**src/rtl/bp_pkg.sv**
```systemverilog
package bp_pkg;
  localparam int ROM_PAGES  = 2;
  localparam int RAM_BANKS  = 8;
  localparam int BANK_W     = $clog2(RAM_BANKS);
  localparam int PAGE_IDX_W = $clog2(ROM_PAGES + RAM_BANKS);

  // Field order follows the data-bit positions the CPU writes.
  typedef struct packed {
    logic              lock;
    logic              rom;
    logic              scr;
    logic [BANK_W-1:0] ram;
  } page_cfg_t;

  localparam int CFG_W = $bits(page_cfg_t);
endpackage

```
**src/rtl/bp_rst_sync.sv**
```systemverilog
module bp_rst_sync #(
  parameter int STAGES = 2
) (
  input  logic clk,
  input  logic rst_n,
  output logic rst_n_sync
);
  logic [STAGES-1:0] sr_q;
  logic [STAGES-1:0] sr_d;

  generate
    if (STAGES == 1) begin : g_one
      always_comb sr_d = 1'b1;
    end else begin : g_many
      always_comb sr_d = {sr_q[STAGES-2:0], 1'b1};
    end
  endgenerate

  always_ff @(posedge clk or negedge rst_n) begin
    if (!rst_n) sr_q <= '0;
    else        sr_q <= sr_d;
  end

  assign rst_n_sync = sr_q[STAGES-1];
endmodule

```
**src/rtl/bp_port_decode.sv**
```systemverilog
module bp_port_decode import bp_pkg::*; #(
  parameter int ADDR_W = 16,
  parameter int DATA_W = 8
) (
  input  logic [ADDR_W-1:0] addr,
  input  logic [DATA_W-1:0] wdata,
  input  logic              iorq_n,
  input  logic              rd_n,
  input  logic              wr_n,
  input  logic              locked,
  output logic              ld_en,
  output page_cfg_t         ld_cfg
);
  logic hit;
  logic io_wr;
  logic io_rd;

  always_comb begin
    hit    = !iorq_n && !addr[ADDR_W-1] && !addr[1];
    io_wr  = hit && !wr_n;
    io_rd  = hit && !rd_n && wr_n;
    ld_en  = (io_wr || io_rd) && !locked;
    // A read loads the all-ones pattern.
    ld_cfg = io_wr ? page_cfg_t'(wdata[CFG_W-1:0]) : page_cfg_t'({CFG_W{1'b1}});
  end
endmodule

```
**src/rtl/bp_page_latch.sv**
```systemverilog
module bp_page_latch import bp_pkg::*; (
  input  logic      clk,
  input  logic      rst_n,
  input  logic      ld_en,
  input  page_cfg_t ld_cfg,
  output page_cfg_t cfg
);
  page_cfg_t cfg_q;
  page_cfg_t cfg_d;

  always_comb cfg_d = ld_cfg;

  always_ff @(posedge clk or negedge rst_n) begin
    if (!rst_n)     cfg_q <= '0;
    else if (ld_en) cfg_q <= cfg_d;
  end

  assign cfg = cfg_q;
endmodule

```
**src/rtl/bp_addr_xlate.sv**
```systemverilog
module bp_addr_xlate import bp_pkg::*; #(
  parameter int ADDR_W        = 16,
  parameter int OFF_W         = 14,
  parameter int FIXED_LO_BANK = 5,
  parameter int FIXED_HI_BANK = 2
) (
  input  logic [ADDR_W-1:0]     addr,
  input  page_cfg_t             cfg,
  input  logic                  mreq_n,
  input  logic                  rd_n,
  input  logic                  wr_n,
  output logic [PAGE_IDX_W-1:0] page,
  output logic [OFF_W-1:0]      offset,
  output logic                  mem_we,
  output logic                  mem_re,
  output logic                  contend
);
  localparam int WIN_W = ADDR_W - OFF_W;
  localparam logic [PAGE_IDX_W-1:0] LO_PAGE = PAGE_IDX_W'(ROM_PAGES + FIXED_LO_BANK);
  localparam logic [PAGE_IDX_W-1:0] HI_PAGE = PAGE_IDX_W'(ROM_PAGES + FIXED_HI_BANK);

  logic [WIN_W-1:0] win;
  logic             in_rom;
  logic             in_shared;

  always_comb begin
    win       = addr[ADDR_W-1:OFF_W];
    in_rom    = (win == WIN_W'(0));
    in_shared = (win == WIN_W'(1));
    case (win)
      WIN_W'(0): page = PAGE_IDX_W'(cfg.rom);
      WIN_W'(1): page = LO_PAGE;
      WIN_W'(2): page = HI_PAGE;
      default:   page = PAGE_IDX_W'(ROM_PAGES) + PAGE_IDX_W'(cfg.ram);
    endcase
    offset  = addr[OFF_W-1:0];
    mem_we  = !mreq_n && !wr_n && !in_rom;
    mem_re  = !mreq_n && !rd_n;
    contend = !mreq_n && in_shared;
  end
endmodule

```
**src/rtl/bank_pager.sv**
```systemverilog
module bank_pager import bp_pkg::*; #(
  parameter int ADDR_W        = 16,
  parameter int DATA_W        = 8,
  parameter int OFF_W         = 14,
  parameter int RST_STAGES    = 2,
  parameter int FIXED_LO_BANK = 5,
  parameter int FIXED_HI_BANK = 2,
  parameter int SCR_ALT_BANK  = 7
) (
  input  logic                  clk,
  input  logic                  rst_n,
  input  logic [ADDR_W-1:0]     cpu_addr,
  input  logic [DATA_W-1:0]     cpu_wdata,
  input  logic                  iorq_n,
  input  logic                  mreq_n,
  input  logic                  rd_n,
  input  logic                  wr_n,
  output logic [PAGE_IDX_W-1:0] phys_page,
  output logic [OFF_W-1:0]      phys_offset,
  output logic                  mem_we,
  output logic                  mem_re,
  output logic                  contend,
  output logic [BANK_W-1:0]     screen_bank
);
  logic      rst_n_i;
  logic      ld_en;
  page_cfg_t ld_cfg;
  page_cfg_t cfg_q;

  bp_rst_sync #(.STAGES(RST_STAGES)) u_rst (
    .clk        (clk),
    .rst_n      (rst_n),
    .rst_n_sync (rst_n_i)
  );

  bp_port_decode #(.ADDR_W(ADDR_W), .DATA_W(DATA_W)) u_dec (
    .addr   (cpu_addr),
    .wdata  (cpu_wdata),
    .iorq_n (iorq_n),
    .rd_n   (rd_n),
    .wr_n   (wr_n),
    .locked (cfg_q.lock),
    .ld_en  (ld_en),
    .ld_cfg (ld_cfg)
  );

  bp_page_latch u_lat (
    .clk    (clk),
    .rst_n  (rst_n_i),
    .ld_en  (ld_en),
    .ld_cfg (ld_cfg),
    .cfg    (cfg_q)
  );

  bp_addr_xlate #(
    .ADDR_W(ADDR_W), .OFF_W(OFF_W),
    .FIXED_LO_BANK(FIXED_LO_BANK), .FIXED_HI_BANK(FIXED_HI_BANK)
  ) u_xl (
    .addr    (cpu_addr),
    .cfg     (cfg_q),
    .mreq_n  (mreq_n),
    .rd_n    (rd_n),
    .wr_n    (wr_n),
    .page    (phys_page),
    .offset  (phys_offset),
    .mem_we  (mem_we),
    .mem_re  (mem_re),
    .contend (contend)
  );

  assign screen_bank = cfg_q.scr ? BANK_W'(SCR_ALT_BANK) : BANK_W'(FIXED_LO_BANK);
endmodule

```
**config.mk**
```make
export PLATFORM = sky130hd
export DESIGN_NAME = bank_pager
export DESIGN_NICKNAME = d
export VERILOG_FILES = /design/src/rtl/bp_pkg.sv /design/src/rtl/bp_rst_sync.sv /design/src/rtl/bp_port_decode.sv /design/src/rtl/bp_page_latch.sv /design/src/rtl/bp_addr_xlate.sv /design/src/rtl/bank_pager.sv
export SDC_FILE = /design/constraint.sdc
export NUM_CORES = 1
export LEC_CHECK = 0
export BUFFER_PORTS_ARGS = -buffer_cell sky130_fd_sc_hd__buf_4
export CORE_ASPECT_RATIO = 0.8
export CORE_MARGIN = 8
export CORE_UTILIZATION = 35
export DETAILED_ROUTE_END_ITERATION = 7
export HOLD_SLACK_MARGIN = 0.1
export PLACE_DENSITY = 0.75
export SLEW_MARGIN = 20
export SYNTH_ARGS = -nofsm -noshare
export SYNTH_HDL_FRONTEND = slang
export SYNTH_HIERARCHICAL = 1
export SYNTH_SLANG_ARGS = --single-unit
```
**constraint.sdc**
```tcl
create_clock -name clk -period 1.3 [get_ports clk]
set_clock_uncertainty 0.2 [all_clocks]
set_input_delay 0.13 -clock clk [delete_from_list [all_inputs] [get_ports clk]]
set_output_delay 0.13 -clock clk [all_outputs]
set_load 0.005 [all_outputs]
```
After elaboration in Yosys (flattened, before gate mapping)
Index checks and enable logic that the tools add are counted.
- add/sub/neg operators: 1
- equality and inequality tests: 2
- muxes and demuxes: 3
- reductions and logical operators: 20
- operator list (kind ; number):
    case mux 4 bit (3 select lines) ; 1
    logical AND 1 bit ; 10
    zero test 1 bit ; 8
    two-way mux 6 bit ; 1
    adder 2 x 3 -> 4 bit (first input constant) ; 1
    equality test 2 x 1 -> 1 bit (second input constant) ; 1
    equality test 2 bit (second input constant) ; 1
    zero test 2 bit ; 1
    two-way mux 2 bit ; 1
    logical OR 1 bit ; 1
- flip-flop bits (word level): 8
- input port bits: 30
- output and inout bits: 24

Longest topological paths before layout
Gate-level depths: netlist of run 1.
- depth after elaboration: 7
- depth in mapped cells: 4
- mapped depth without buffers: 4

Hierarchy
The synthesis of run 1 kept the hierarchy.
- modules (own cells, without submodules) (module ; times used ; cells an instance ; area an instance (um^2) ; seq. area each (um^2)):
    bp_page_latch ; 1 ; 13 ; 251.5 ; 150.1
    bp_addr_xlate ; 1 ; 30 ; 227.7 ; 0.0
    bp_port_decode ; 1 ; 9 ; 62.6 ; 0.0
    bp_rst_sync ; 1 ; 3 ; 53.8 ; 50.0
    bank_pager ; 1 ; 3 ; 18.8 ; 0.0

Worst setup path after synthesis of run 1
OpenSTA, ideal clock, no wires.
- path kind: register to register
- start point: register, netlist name u_lat/cfg[5]
- end point: register, netlist name u_lat/cfg[0]
- setup time: 0.125 ns
- arrival: 1.390 ns
- path slack: -0.415 ns
- stages on the path, launching flop included: 5
- cell sequence: dfrtp_1 > or4_1 > a21oi_1 > buf_6 > mux2_4
- word-level cells in the longest chain between the ends: 2
- ends and longest elaborated chain (element ; line ; text):
    zero test 1 bit ; bp_port_decode.sv:22 ; ld_en = (io_wr || io_rd) && !locked;
    logical AND 1 bit ; bp_port_decode.sv:22 ;
    net ld_en ; bank_pager.sv:26 ; logic ld_en;
The timed path passes the listed nets, and every way through them passes these cells.
A chain may end at the register's enable or synchronous reset.

Final worst setup path of run 1
- start point: register, netlist name u_lat/cfg[5]
- end point: register, netlist name u_lat/cfg[4]
- word-level cells in the longest chain between the ends: 2
- ends and longest elaborated chain (element ; line):
    zero test 1 bit ; bp_port_decode.sv:22
    logical AND 1 bit ; bp_port_decode.sv:22
    net ld_en ; bank_pager.sv:26
The timed path passes the listed nets, and every way through them passes these cells.

==> impl_metrics.yaml, run 1 <==
grt:
  globalRouteMet1Util_pct: 8.862
  grtUsageMet3_pct: 6.105
  grt_antenna_before_repair: 0
  grt_overflow: 0
  grt_pass1_wl_mm: 2.587
  grt_start_max_net_pins: 7
  top_usage_layer: "met2"
  grt_use_total_pct: 9.811
  grt_pass1_vias: 599
  use_met2_pct: 18.18
drt:
  viasPerCell: 4.341
  drtPass1Iterations: 3
  routed_wl_mm: 1.652
  wire_per_inst_um: 13.43
  vias: 534
  drtIter0Drc: 3
  antenna_left: 0
  drcViolationCount: 0
placed_design:
  port_buffers: 23
  hpwlAfterDp_mm: 1.082
  gp_congestion: 0.7372
timing:
  setup_ws_ns: -0.3868
  rsz0062_at_grt: "true"
  setup_viol: 10
  fin_setup_tns_ns: -2.832
  fin_crit_sh_pct: 129.8
  hold_viol: 0
  slew_viol_final: 0
  fin_crit_ns: 1.687
  fmax_ghz: 0.5928
synthesis:
  syn_area_per_cell_um2: 10.59
  synthesis.area_um2: 614.3
  netlist_instances: 58
  synth_warnings: 6
  ys_types: 16
  ys_seq_area_share_pct: 32.59
  synth-seq-cells: 8
final_layout:
  antenna_cells: 0
  final_common_cell: "buf_4"
  syn_to_final_growth_pct: 77.80
  drive_above_1_share_pct: 54.46
  num-fill-cells: 132
  mostFrequentLayoutCells: "28 x buf_4, 22 x dlygate4sd3_1, 8 x dfrtp_1"
  fin_nets: 137
  fin_util_pct: 66.49
critical_path:
  worstSetupStartpointType: "register"
  crit_path_top_delay_cell: "or4_4"
  worstPathRequired_ns: 1.23
  reg2reg_from: "u_lat/cfg[5]"
  setup.worst_path.class: "reg -> reg"
  worstSetupStartpoint: "u_lat/cfg[5]"
  arrival_ns: 1.62
  path_max_fanout: 6
  crit_path_end_kind: "register"
  max_stage_delay_ns: 0.41
  crit_chain: "or4_4 -> a21oi_2 -> buf_6 -> mux2_4"
floorplanning:
  core_mm2: 0.001643
  die-area_mm2: 0.003360
  ios: 54
  die_h_um: 53.47
  die_x_um: 62.84
  initial_core_util_pct: 37.40
  core.rowCount: 13
outcome:
  run_status: "finished with violations"
  violations: "setup timing"
clock_tree:
  root_buffer: "clkbuf_4"
  clkTransAtPathRegs_ns: 0.05
  cts_tree: "yes"
  htree_num_levels: 1
  cts_inserted_buffers: 3
  insertion_delay_ns: 0.25
  clock_sink_count: 8
  cts_buffer_depth: 2
power_and_ir_drop:
  p_leak_nw: 0.4977
  irDropWorstVdd_v: 0.001075
  p_per_area_mw_per_mm2: 870.6
min_path:
  hold_start: "u_rst/sr_q[0]"
  worstHoldPathType: "reg -> reg"
run:
  maxCapViolations: 0
==> synthesized netlist by cell type <==
cell type	n	share of area (%)
buf_4	16	20
inv_1	4	2.4
a211oi_1	1	1.2
ha_1	4	8.1
and2_2	1	1.2
nor2_1	2	1.2
conb_1	2	1.2
mux2i_1	1	1.6
a21oi_1	2	1.6
nor4_2	1	2.0
nor3_1	1	0.81
or4_1	1	1.2
mux2_4	7	17
nand2b_1	6	6.1
buf_6	1	1.8
dfrtp_1	8	33
==> report_power, final <==
part           switching [W]  internal (W)
clock              0.0000809      0.000105
combinational       0.000122      0.000300
sequential         0.0000399      0.000303
==> worst max-delay path: cells and delay by family (launching register included) <==
kind                   cells  cell delay, ns
muxes                      1            0.30
and+or+nand+nor            1            0.41
buffers and inverters      1            0.15
AOI/OAI and AO/OA          1            0.13
DFF                        1            0.37
==> per-layer routing <==
metal,part of all wire (%),wire length (µm)
met1,38,630
met2,52,851
met3,9.8,162
met4,0.48,8
met5,0,0
==> metrics by stage <==
stage,hold WS (ns),power (W),setup slack [ns],area [µm²],std cells
3_5_place_dp,-0.2859,0.0006317,-0.4025,758.2,96
5_1_grt,0.1525,0.001017,-0.4333,1092,123
3_3_place_gp,-0.2866,0.0006243,-0.3892,758.2,96
4_1_cts,0.1505,0.0009254,-0.3923,1042,122
2_1_floorplan,-0.3656,0.0005077,-0.3325,621.8,59
6_report,0.1472,0.0009510,-0.3868,1092,123
==> kinds of logic (layout without fill, tap and decap cells) <==
family	after synthesis	after routing	share of synthesized area [%]
adders and majority gates	4	4	8.147
muxes	8	8	18.74
other	2	3	1.222
AOI/OAI and AO/OA	3	3	2.852
buffers and inverters	21	63	23.83
and+or+nand+nor	12	12	12.63
DFF	8	8	32.59
==> sequential cells by signal, summed over array words and instances, names as in the netlist <==
name	count
u_rst/sr_q	2
u_lat/cfg	6
==> area by class of cell <==
type	instances	area, µm²	area share (%)
timing repair buffer	56	498.0	45.59
multi-input combinational	30	326.6	29.90
sequential	8	200.2	18.33
tap	22	27.53	2.520
clock buffer	3	22.52	2.062
inverter	4	17.52	1.604
==> worst paths after layout <==
path	end	slack [ns]	depth (start not counted)
min in group asynchronous	u_lat/cfg[3]	0.44	1
worst max register to register	u_lat/cfg[4]	-0.39	4
worst max-delay path	u_lat/cfg[4]	-0.39	4
worst min register to register	u_rst/sr_q[1]	0.15	0
max in group asynchronous	u_rst/sr_q[0]	0.24	3
worst min-delay path	u_rst/sr_q[1]	0.15	0
==> repair_timing <==
action,CTS,global route
setup endpoints to repair,11,12
setup buffers,2,2
cloned,0,0
resized for setup,10,10
hold buffers,22,0
endpoints found under the hold margin,27,0
pin swaps,1,4
No activity file was read; power rests on OpenSTA's default activity.
==> run 2, diff against run 1 <==
--- a/config.mk
+++ b/config.mk
@@ -5,6 +5,7 @@
 export SDC_FILE = /design/constraint.sdc
 export NUM_CORES = 1
 export LEC_CHECK = 0
+export ABC_AREA = 1
 export BUFFER_PORTS_ARGS = -buffer_cell sky130_fd_sc_hd__buf_4
 export CORE_ASPECT_RATIO = 0.8
 export CORE_MARGIN = 8
==> impl_metrics.yaml, run 2 <==
critical_path:
  cp_common_cell: "nand2_1"
  max_stage_delay_ns: 0.38
  setup.worst_path.class: "reg -> out"
  worstSetupStartpointType: "register"
  crit_family: "flip-flops"
  path_max_fanout: 2
  worstPathRequired_ns: 0.97
  arrival_ns: 1.13
  crit_path_end_kind: "output port"
  crit_buf_inv: 1
  crit_chain: "ha_1 -> nand2_1 -> nand2_1 -> buf_6"
  reg2reg_to: "u_lat/cfg[5]"
  r2r_cells: 6
  crit_path_top_delay_cell: "dfrtp_1"
  r2r_slack_ns: 0.09
  reg2reg_from: "u_lat/cfg[5]"
power_and_ir_drop:
  irDropWorstVdd_v: 0.0003984
  p_leak_nw: 0.5396
  p_per_area_mw_per_mm2: 784.1
clock_tree:
  holdBufCountCts: 22
  cts_tree: "yes"
  insertion_delay_ns: 0.25
  cts_buffer_depth: 2
  htree_num_levels: 1
  cts_inserted_buffers: 3
  root_buffer: "clkbuf_4"
  clkTransAtPathRegs_ns: 0.05
  clock_sink_count: 8
final_layout:
  largest_reg_flops: 6
  num-fill-cells: 148
  final_common_cell: "buf_4"
  mostFrequentLayoutCells: "27 x buf_4, 25 x nand2_1, 22 x dlygate4sd3_1"
  fin_util_pct: 60.40
  final_area_um2: 992.2
  drive_above_1_share_pct: 28.23
  multi_input_area_um2: 251.5
  register_area_um2: 200.2
  syn_to_final_growth_pct: 60.20
  antenna_cells: 0
  fin_nets: 160
grt:
  top_usage_layer: "met2"
  grt_antenna_before_repair: 0
  grt_start_max_net_pins: 8
  grtUsageMet3_pct: 6.625
  use_met2_pct: 18.51
  grt_pass1_wl_mm: 2.766
  grt_use_total_pct: 10.09
  grt_pass1_vias: 627
  globalRouteMet1Util_pct: 9.512
  grt_overflow: 0
min_path:
  holdPathStages: 6
  hold_start: "iorq_n"
  whs_endpoint: "u_lat/cfg[0]"
  worstHoldPathType: "in -> reg"
synthesis:
  synth_ff_type: "dfrtp_1"
  netlist_instances: 86
  synth_largest_area_cell: "dfrtp_1"
  synth.most_common_cell: "nand2_1"
  synth-seq-cells: 8
  synth_top_cells_by_area: "dfrtp_1 32%, buf_4 19%, nand2_1 15%, inv_1 8.5%, ha_1 8.1%"
  synth_warnings: 6
  synth_common_cells: "25 x nand2_1, 16 x buf_4, 14 x inv_1"
  ys_types: 14
  ys_seq_area_share_pct: 32.32
  syn_area_per_cell_um2: 7.202
  async_flop_share_pct: 100.0
  synth-edff-count: 0
  synth_top_cell_area_share_pct: 32.32
  synthesis.area_um2: 619.3
timing:
  fmax_ghz: 0.6829
  fin_crit_ns: 1.464
  rsz0062_at_grt: "true"
  slew_viol_final: 0
  setup_viol: 3
  fin_hold_ws_ns: 0.05213
  fin_setup_tns_ns: -0.2841
  fin_crit_sh_pct: 112.6
  setup_ws_ns: -0.1643
  hold_viol: 0
run:
  maxCapViolations: 0
drt:
  viasPerCell: 4.199
  drcViolationCount: 0
  drtIter0Drc: 4
  antenna_left: 0
  vias: 613
  routed_wl_mm: 1.661
  wire_per_inst_um: 11.38
  drtPass1Iterations: 4
outcome:
  violations: "setup timing"
  run_status: "finished with violations"
placed_design:
  port_buffers: 23
  pre_cts_slack_ns: 0.03815
  place_area_um2: 718.2
  gp_congestion: 0.8018
  hpwlAfterDp_mm: 1.131
floorplanning:
  core.rowCount: 13
  die_h_um: 53.63
  die_x_um: 63.03
  initial_core_util_pct: 37.70
  die-area_mm2: 0.003380
  ios: 54
  core_mm2: 0.001643
run 2: changes by cell type in the layout (fill, tap and decap cells not counted), sizes merged:
cell | previous run | this run
nand2 | 0 | 26
inv | 4 | 15
mux2 | 7 | 0
buf | 34 | 28
nand2b | 6 | 0
nand4 | 0 | 6
nor2 | 2 | 6
a211oi | 1 | 0
and2 | 1 | 0
mux2i | 1 | 0
nor4 | 1 | 0
or4 | 1 | 0
run 2: worst max path at each step:
| stage | depth (start not counted) | endpoint | slack (ns) | from |
|---|---|---|---|---|
| final | 4 | phys_page[2] | -0.16 | u_lat/cfg[2] |
| after global routing | 4 | phys_page[2] | -0.21 | u_lat/cfg[2] |
| after floorplan | 6 | u_lat/cfg[1] | 0.14 | u_lat/cfg[5] |
| after global placement | 6 | u_lat/cfg[3] | 0.06 | u_lat/cfg[5] |
| after detailed placement | 6 | u_lat/cfg[5] | 0.04 | u_lat/cfg[5] |
| after CTS | 4 | phys_page[2] | -0.18 | u_lat/cfg[2] |
run 2: cells by family after synthesis:
kind of cell / count (synthesis) / synth area share (%)
simple gates: 39 / 28.28
buf+inv: 31 / 28.48
flops: 8 / 32.32
fa+ha+maj: 4 / 8.081
compound gates: 2 / 1.616
other cells: 2 / 1.213
run 2: worst min-delay path: stages:
cell     delay [ns]
buf_4          0.09
nor2_4         0.03
nand2_2        0.06
nor2_4         0.05
nand2_1        0.05
nand2_1        0.04
run 2: through the flow:
stage          power [W]  cells
2_1_floorplan  0.0004396     87
3_3_place_gp   0.0005011    118
3_5_place_dp   0.0005069    118
4_1_cts        0.0007775    145
5_1_grt        0.0008381    146
6_report       0.0007779    146
run 2: area by class of cell:
cell class | instances | area share, %
clock buffers | 3 | 2.270
well taps | 22 | 2.774
inverters | 15 | 5.675
multi-input cells | 48 | 25.35
flip-flops and latches | 8 | 20.18
repair buffers | 50 | 43.76
run 2: where the power goes:
part	total (W)	switching (W)	internal, W
Clock	0.000186	0.0000806	0.000105
Sequential	0.000309	0.0000202	0.000289
Combinational	0.000283	0.000116	0.000167
run 2: what timing repair did:
item | CTS | global route
endpoints found under the setup margin | 2 | 10
setup buffers | 2 | 1
endpoints found under the hold margin | 27 | 6
cloned | 0 | 0
resized for setup | 1 | 1
pin swaps | 2 | 0
run 2: metal layers:
metal / share of wire (%) / vias up
li1: - / 315
met1: 38 / 265
met2: 49 / 31
met3: 12 / 2
met4: 0.78 / 0
met5: 0 / -
